File: config.mk
export PLATFORM = sky130hd
export DESIGN_NAME = mont_modmul
export DESIGN_NICKNAME = d
export VERILOG_FILES = /design/src/rtl/mm_pkg.sv /design/src/rtl/mm_csa_tree.sv /design/src/rtl/mm_mul_unit.sv /design/src/rtl/mm_ctrl.sv /design/src/rtl/mont_modmul.sv
export SDC_FILE = /design/constraint.sdc
export NUM_CORES = 1
export LEC_CHECK = 0
export BUFFER_PORTS_ARGS = -buffer_cell sky130_fd_sc_hd__buf_2
export CAP_MARGIN = 30
export CORE_ASPECT_RATIO = 1.25
export CORE_MARGIN = 2
export CORE_UTILIZATION = 35
export CTS_CLUSTER_DIAMETER = 150
export DETAILED_ROUTE_END_ITERATION = 12
export PLACE_DENSITY = 0.51
export SYNTH_ARGS = -nofsm -noshare
export SYNTH_HDL_FRONTEND = slang
export SYNTH_SLANG_ARGS = --single-unit
File: constraint.sdc
create_clock -name clk -period 17.4 [get_ports clk]
set_clock_uncertainty 0.1 [all_clocks]
set_input_delay 0.87 -clock clk [delete_from_list [all_inputs] [get_ports clk]]
set_output_delay 0.87 -clock clk [all_outputs]
set_load 0.01 [all_outputs]
File: src/rtl/mm_pkg.sv
package mm_pkg;

    typedef enum logic [2:0] {
        C_IDLE,
        C_ISSUE,
        C_WAIT,
        C_FIX,
        C_DONE
    } ctrl_st_t;

    typedef enum logic {
        M_IDLE,
        M_HOLD
    } mul_st_t;

    // Order of the four reduction steps; the controller walks them in sequence.
    typedef enum logic [1:0] {
        STEP_A_IN,
        STEP_B_IN,
        STEP_PROD,
        STEP_OUT
    } step_t;

endpackage

File: src/rtl/mm_csa_tree.sv
module mm_csa_tree #(
    parameter int W = 16
) (
    input  logic [W-1:0]   x,
    input  logic [W-1:0]   y,
    output logic [2*W-1:0] prod
);
    localparam int PW  = 2 * W;
    localparam int NPP = W;

    logic [PW-1:0] pp [NPP];

    // One shifted partial product per multiplier bit.
    for (genvar i = 0; i < NPP; i++) begin : g_pp
        assign pp[i] = y[i] ? (PW'(x) << i) : '0;
    end

    // Repeated 3:2 reduction: each level takes rows in groups of three and
    // replaces every group by a sum row and a shifted carry row.
    always_comb begin
        logic [PW-1:0] cur [NPP];
        logic [PW-1:0] nxt [NPP];
        int cnt;
        int grp;
        int rest;
        cur = pp;
        cnt = NPP;
        for (int lvl = 0; lvl < NPP; lvl++) begin
            if (cnt > 2) begin
                grp  = cnt / 3;
                rest = cnt - 3 * grp;
                for (int k = 0; k < NPP; k++) begin
                    nxt[k] = '0;
                end
                for (int g = 0; g < NPP / 3; g++) begin
                    if (g < grp) begin
                        nxt[2*g]   = cur[3*g] ^ cur[3*g+1] ^ cur[3*g+2];
                        nxt[2*g+1] = ((cur[3*g] & cur[3*g+1]) |
                                      (cur[3*g] & cur[3*g+2]) |
                                      (cur[3*g+1] & cur[3*g+2])) << 1;
                    end
                end
                for (int r = 0; r < 2; r++) begin
                    if (r < rest) begin
                        nxt[2*grp+r] = cur[3*grp+r];
                    end
                end
                cur = nxt;
                cnt = 2 * grp + rest;
            end
        end
        // Final carry-propagate adder.
        prod = cur[0] + cur[1];
    end

endmodule

File: src/rtl/mm_mul_unit.sv
module mm_mul_unit
    import mm_pkg::*;
#(
    parameter int W = 16
) (
    input  logic           clk,
    input  logic           rst_n,
    input  logic           req,
    input  logic [W-1:0]   op_x,
    input  logic [W-1:0]   op_y,
    output logic           ack,
    output logic [2*W-1:0] prod
);
    localparam int PW = 2 * W;

    mul_st_t       st, st_nx;
    logic [PW-1:0] tree_sum;
    logic [PW-1:0] prod_q;

    mm_csa_tree #(.W(W)) u_tree (
        .x    (op_x),
        .y    (op_y),
        .prod (tree_sum)
    );

    always_comb begin
        st_nx = st;
        unique case (st)
            M_IDLE: if (req)  st_nx = M_HOLD;
            M_HOLD: if (!req) st_nx = M_IDLE;
            default:          st_nx = M_IDLE;
        endcase
    end

    always_ff @(posedge clk or negedge rst_n) begin
        if (!rst_n) st <= M_IDLE;
        else        st <= st_nx;
    end

    always_ff @(posedge clk or negedge rst_n) begin
        if (!rst_n)                  prod_q <= '0;
        else if (st == M_IDLE && req) prod_q <= tree_sum;
    end

    assign ack  = (st == M_HOLD);
    assign prod = prod_q;

    p_ack_answers_req_r7: assert property (@(posedge clk) disable iff (!rst_n)
        $rose(ack) |-> $past(req));

    p_prod_exact_r8: assert property (@(posedge clk) disable iff (!rst_n)
        (ack && req) |-> (prod == PW'(op_x) * PW'(op_y)));

endmodule

File: src/rtl/mm_ctrl.sv
module mm_ctrl
    import mm_pkg::*;
#(
    parameter int W = 16
) (
    input  logic           clk,
    input  logic           rst_n,
    input  logic           start,
    input  logic [W-1:0]   op_a,
    input  logic [W-1:0]   op_b,
    input  logic [W-1:0]   modulus,
    input  logic [W-1:0]   n_inv,
    input  logic [W-1:0]   r_sq,
    output logic           busy,
    output logic           done,
    output logic [W-1:0]   result,
    output logic           mul_req,
    output logic [W-1:0]   mul_x,
    output logic [W-1:0]   mul_y,
    input  logic           mul_ack,
    input  logic [2*W-1:0] mul_prod
);
    localparam int         PW       = 2 * W;
    localparam logic [1:0] LAST_MUL = 2'd2;
    localparam logic [W-1:0] ONE    = W'(1);

    ctrl_st_t st, st_nx;
    step_t    step;
    logic [1:0] idx;

    logic [W-1:0]  a_q, b_q, n_q, ni_q, rs_q;
    logic [PW-1:0] t_q, pn_q;
    logic [W-1:0]  m_q;
    logic [W-1:0]  am_q, bm_q, pm_q, res_q;
    logic          req_q;

    logic [W-1:0]  src_x, src_y;
    logic [PW:0]   sum_full;
    logic [W:0]    u_val;
    logic [W:0]    n_ext;
    logic [W-1:0]  red_val;

    // First product of each step picks its operands by step.
    always_comb begin
        unique case (step)
            STEP_A_IN: begin src_x = a_q;  src_y = rs_q; end
            STEP_B_IN: begin src_x = b_q;  src_y = rs_q; end
            STEP_PROD: begin src_x = am_q; src_y = bm_q; end
            STEP_OUT:  begin src_x = pm_q; src_y = ONE;  end
            default:   begin src_x = '0;   src_y = '0;   end
        endcase
    end

    always_comb begin
        unique case (idx)
            2'd0:    begin mul_x = src_x;         mul_y = src_y; end
            2'd1:    begin mul_x = t_q[W-1:0];    mul_y = ni_q;  end
            default: begin mul_x = m_q;           mul_y = n_q;   end
        endcase
    end

    // Reduction: (T + M*N) / R, then one conditional subtract.
    assign sum_full = {1'b0, t_q} + {1'b0, pn_q};
    assign u_val    = sum_full[PW:W];
    assign n_ext    = {1'b0, n_q};
    assign red_val  = (u_val >= n_ext) ? W'(u_val - n_ext) : u_val[W-1:0];

    always_comb begin
        st_nx = st;
        unique case (st)
            C_IDLE:  if (start)    st_nx = C_ISSUE;
            C_ISSUE: if (!mul_ack) st_nx = C_WAIT;
            C_WAIT:  if (mul_ack)  st_nx = (idx == LAST_MUL) ? C_FIX : C_ISSUE;
            C_FIX:   st_nx = (step == STEP_OUT) ? C_DONE : C_ISSUE;
            C_DONE:  st_nx = C_IDLE;
            default: st_nx = C_IDLE;
        endcase
    end

    always_ff @(posedge clk or negedge rst_n) begin
        if (!rst_n) st <= C_IDLE;
        else        st <= st_nx;
    end

    always_ff @(posedge clk or negedge rst_n) begin
        if (!rst_n) begin
            step  <= STEP_A_IN;
            idx   <= '0;
            a_q   <= '0;
            b_q   <= '0;
            n_q   <= '0;
            ni_q  <= '0;
            rs_q  <= '0;
            t_q   <= '0;
            pn_q  <= '0;
            m_q   <= '0;
            am_q  <= '0;
            bm_q  <= '0;
            pm_q  <= '0;
            res_q <= '0;
            req_q <= 1'b0;
        end else begin
            unique case (st)
                C_IDLE: begin
                    if (start) begin
                        a_q  <= op_a;
                        b_q  <= op_b;
                        n_q  <= modulus;
                        ni_q <= n_inv;
                        rs_q <= r_sq;
                        step <= STEP_A_IN;
                        idx  <= '0;
                    end
                end
                C_ISSUE: begin
                    if (!mul_ack) req_q <= 1'b1;
                end
                C_WAIT: begin
                    if (mul_ack) begin
                        req_q <= 1'b0;
                        unique case (idx)
                            2'd0:    t_q  <= mul_prod;
                            2'd1:    m_q  <= mul_prod[W-1:0];
                            default: pn_q <= mul_prod;
                        endcase
                        idx <= (idx == LAST_MUL) ? 2'd0 : idx + 2'd1;
                    end
                end
                C_FIX: begin
                    unique case (step)
                        STEP_A_IN: am_q  <= red_val;
                        STEP_B_IN: bm_q  <= red_val;
                        STEP_PROD: pm_q  <= red_val;
                        default:   res_q <= red_val;
                    endcase
                    if (step != STEP_OUT) step <= step_t'(step + 2'd1);
                end
                C_DONE: begin
                end
                default: begin
                end
            endcase
        end
    end

    assign busy    = (st != C_IDLE);
    assign done    = (st == C_DONE);
    assign result  = res_q;
    assign mul_req = req_q;

    p_req_held_r7: assert property (@(posedge clk) disable iff (!rst_n)
        (mul_req && !mul_ack) |=> (mul_req && $stable(mul_x) && $stable(mul_y)));

    p_low_half_zero_r9: assert property (@(posedge clk) disable iff (!rst_n)
        (st == C_FIX) |-> (sum_full[W-1:0] == '0));

    p_u_bound_r9: assert property (@(posedge clk) disable iff (!rst_n)
        (st == C_FIX) |-> (u_val < {n_q, 1'b0}));

    p_start_ignored_r4: assert property (@(posedge clk) disable iff (!rst_n)
        (busy && !done && start) |=> busy);

    p_done_pulse_r5: assert property (@(posedge clk) disable iff (!rst_n)
        done |=> !done);

    p_result_hold_r6: assert property (@(posedge clk) disable iff (!rst_n)
        !$stable(result) |-> done);

    p_result_range_r10: assert property (@(posedge clk) disable iff (!rst_n)
        done |-> (result < n_q));

endmodule

File: src/rtl/mont_modmul.sv
module mont_modmul #(
    parameter int W = 16
) (
    input  logic         clk,
    input  logic         rst_n,
    input  logic         start,
    input  logic [W-1:0] op_a,
    input  logic [W-1:0] op_b,
    input  logic [W-1:0] modulus,
    input  logic [W-1:0] n_inv,
    input  logic [W-1:0] r_sq,
    output logic         busy,
    output logic         done,
    output logic [W-1:0] result
);
    localparam int PW = 2 * W;

    logic          mul_req;
    logic          mul_ack;
    logic [W-1:0]  mul_x;
    logic [W-1:0]  mul_y;
    logic [PW-1:0] mul_prod;

    mm_ctrl #(.W(W)) u_ctrl (
        .clk      (clk),
        .rst_n    (rst_n),
        .start    (start),
        .op_a     (op_a),
        .op_b     (op_b),
        .modulus  (modulus),
        .n_inv    (n_inv),
        .r_sq     (r_sq),
        .busy     (busy),
        .done     (done),
        .result   (result),
        .mul_req  (mul_req),
        .mul_x    (mul_x),
        .mul_y    (mul_y),
        .mul_ack  (mul_ack),
        .mul_prod (mul_prod)
    );

    mm_mul_unit #(.W(W)) u_mul (
        .clk   (clk),
        .rst_n (rst_n),
        .req   (mul_req),
        .op_x  (mul_x),
        .op_y  (mul_y),
        .ack   (mul_ack),
        .prod  (mul_prod)
    );

endmodule

==> flow_summary.toml <==
[sta]
post-route-period-util_pct = 49.6
rsz0062_at_grt = "false"
finalSetupViolations = 0
timing.final.crit_period_ns = 8.62
worst_slack_ns = 8.78
hold_viol = 0
slew_headroom_pct = 25.4
setup-tns-final_ns = 0
worst_pin_slew_ns = 1.09
slew_viol_final = 0
max_freq_mhz = 116

[yosys]
ys_types = 69
yosysTopAreaCell = "dfrtp_1"
ys_ff_latch = 265
synth_edf_count = 0
synth_simple_gate_area_share_pct = 11.8
synthArstFlopShare_pct = 100
synth_nets = 2542
synth_compound_area_share_pct = 11.1
syn_area_sq_um = 20800
synth.area.mux_share_pct = 9.74
synth_top_area_share_pct = 31.8
ys.flop_type = "dfrtp_1"
yosysSeqAreaShare_pct = 31.8
synth_cells = 2128
synth_xor_area_share_pct = 1.98
synth_area_leaders = "dfrtp_1 (32%), fa_1 (19%), mux2_2 (8.3%)"
syn_avg_cell_area_sq_um = 9.78
yosys.area_share.adder_pct = 27.2
yosysWarnings = 0
synth_top_family_by_area = "adder cells"

[worst_setup_path]
ff2ff_path_depth = 25
critical_path_required_ns = 17.78
endpoint = "u_mul.prod[29]"
crit_path_end_kind = "register"
reg2reg_from = "u_ctrl.step[0]"
cp.arrival_ns = 9.00
start_kind = "register"
cp-startpoint = "u_ctrl.step[0]"
worstSetupPathType = "reg -> reg"
crit_fanout = 22
r2r_setup_slack_ns = 8.78
reg2reg_to = "u_mul.prod[29]"

[finish]
area_delta_synth_final_pct = 10.9
final_common_cell = "dfrtp_1"
drive_above_1_share_pct = 17.1
final_cell_mix = "dfrtp_1 (265), nand2_1 (257), inv_1 (255), fa_1 (202), nor2_1 (192)"
layout.nets = 2614
final_area_sq_um = 23100
num_antenna_cells = 0

[floorplanning]
die_w_um = 222
die_y_um = 277
die_area_sq_um = 61500
design.core.area_sq_um = 58600
fp-row-count = 99
io_pins = 101
start_util_pct = 35.5

[routing]
antenna_left = 0
drc = 0
drt_iter0_drc = 1038
dr.pass1.iters = 8
vias = 15400
via_per_inst = 5.16
drt_wl_total_mm = 60.0
wl_per_cell_um = 20.1

[worst_hold_path]
hold_path.class = "in -> async"

[placed_design]
pre_cts_ws_ns = 8.77
place_congestion = 0.864
dpl_cell_area_sq_um = 22200
port_buffers = 100
dp_hpwl_mm = 46.7

[job]
cap_violations = 0

[global_route]
gr-total-overflow = 0
grt_pass1_wl_mm = 93.8
antenna_found_initial = 0
grt_pass1_vias = 16100
grt_max_degree = 170
grt.total_usage_pct = 19.6

[clocking]
cts_tree = "built"
clk_latency_ns = 0.55
cts_hold_buf = 0
clkSinkCount = 265
cts_resized = 0
cts_htree_levels = 1
numCtsBuffers = 27
clock_path_buffers = 3
ctsRootBufferMaster = "clkbuf_16"
post_cts_buffers = 0
path_clk_slew_ns = 0.07

[run_status]
outcome = "finished, final reports clean"
-- Yosys cell counts, types with 22 or more instances --
cell type  instances
a21o_1            22
a21oi_1           91
clkbuf_1          86
dfrtp_1          265
fa_1             202
ha_1             129
inv_1            255
mux2_2           153
mux2i_1           24
nand2_1          257
nand3_1           22
nor2_1           193
o21ai_0          158
xnor2_1           32
-- routing by layer --
layer | global-route usage (%) | routed length [um] | vias to the layer above
met5 | 0 | 0 | -
met4 | 6.96 | 2130 | 0
met3 | 1.53 | 1980 | 85
met2 | 35.2 | 30800 | 328
met1 | 24.6 | 25100 | 7777
li1 | - | - | 7169
-- layout make-up --
class	instances	area (sq um)
well taps	757	947
inverters	256	961
fillers	5861	35500
clock buffers	40	795
flip-flops and latches	265	6630
multi-input cells	1514	12900
repair buffers	136	821
clock inverters	8	51.3
-- cell families (layout without fill, tap and decap cells) --
family	count (synthesis)	after routing
DFF	265	265
buffers and inverters	349	440
and+or+nand+nor	575	575
muxes	181	181
adders and majority gates	331	331
xor gates and xnor gates	47	47
AOI/OAI and AO/OA	380	380
-- through the flow --
step,hold slack [ns],utilization (%),cells
3_5_place_dp,0.332,38.0,2928
2_1_floorplan,0.284,-,2128
5_1_grt,0.321,39.4,2976
6_report,0.261,39.4,2976
4_1_cts,0.288,39.4,2976
3_3_place_gp,0.329,37.8,2923
-- worst max-delay path, stage by stage, from the launching register on --
cell and delay (ns):
dfrtp_1 0.44, ha_1 0.76, inv_1 0.48, and3_1 0.28
a21oi_1 0.11, a21o_1 0.59, nor2_1 0.16, fa_1 0.56
inv_1 0.06, fa_1 0.53, inv_1 0.05, fa_1 0.49
fa_1 0.42, ha_1 0.29, ha_1 0.28, ha_1 0.25
fa_1 0.49, a211oi_1 0.49, or3_1 0.19, nand3_1 0.12
o21ai_1 0.27, a21oi_1 0.15, a41oi_1 0.34, nand2_1 0.12
a2111o_1 0.42, nand3_1 0.08
-- worst min-delay path by stage --
stage | slack, ns | start | to
after CTS | 0.29 | rst_n | u_ctrl.result[12]
after global placement | 0.33 | u_ctrl.mul_req | u_mul.ack
after global routing | 0.32 | rst_n | u_ctrl.result[13]
final | 0.26 | rst_n | u_ctrl.n_q[10]
after detailed placement | 0.33 | u_ctrl.mul_req | u_mul.ack
after floorplan | 0.28 | u_ctrl.mul_req | u_mul.ack
Power is left out: the tool's default activity adds up to more than one toggle a clock period on the data nets, which glitch-free logic cannot reach.
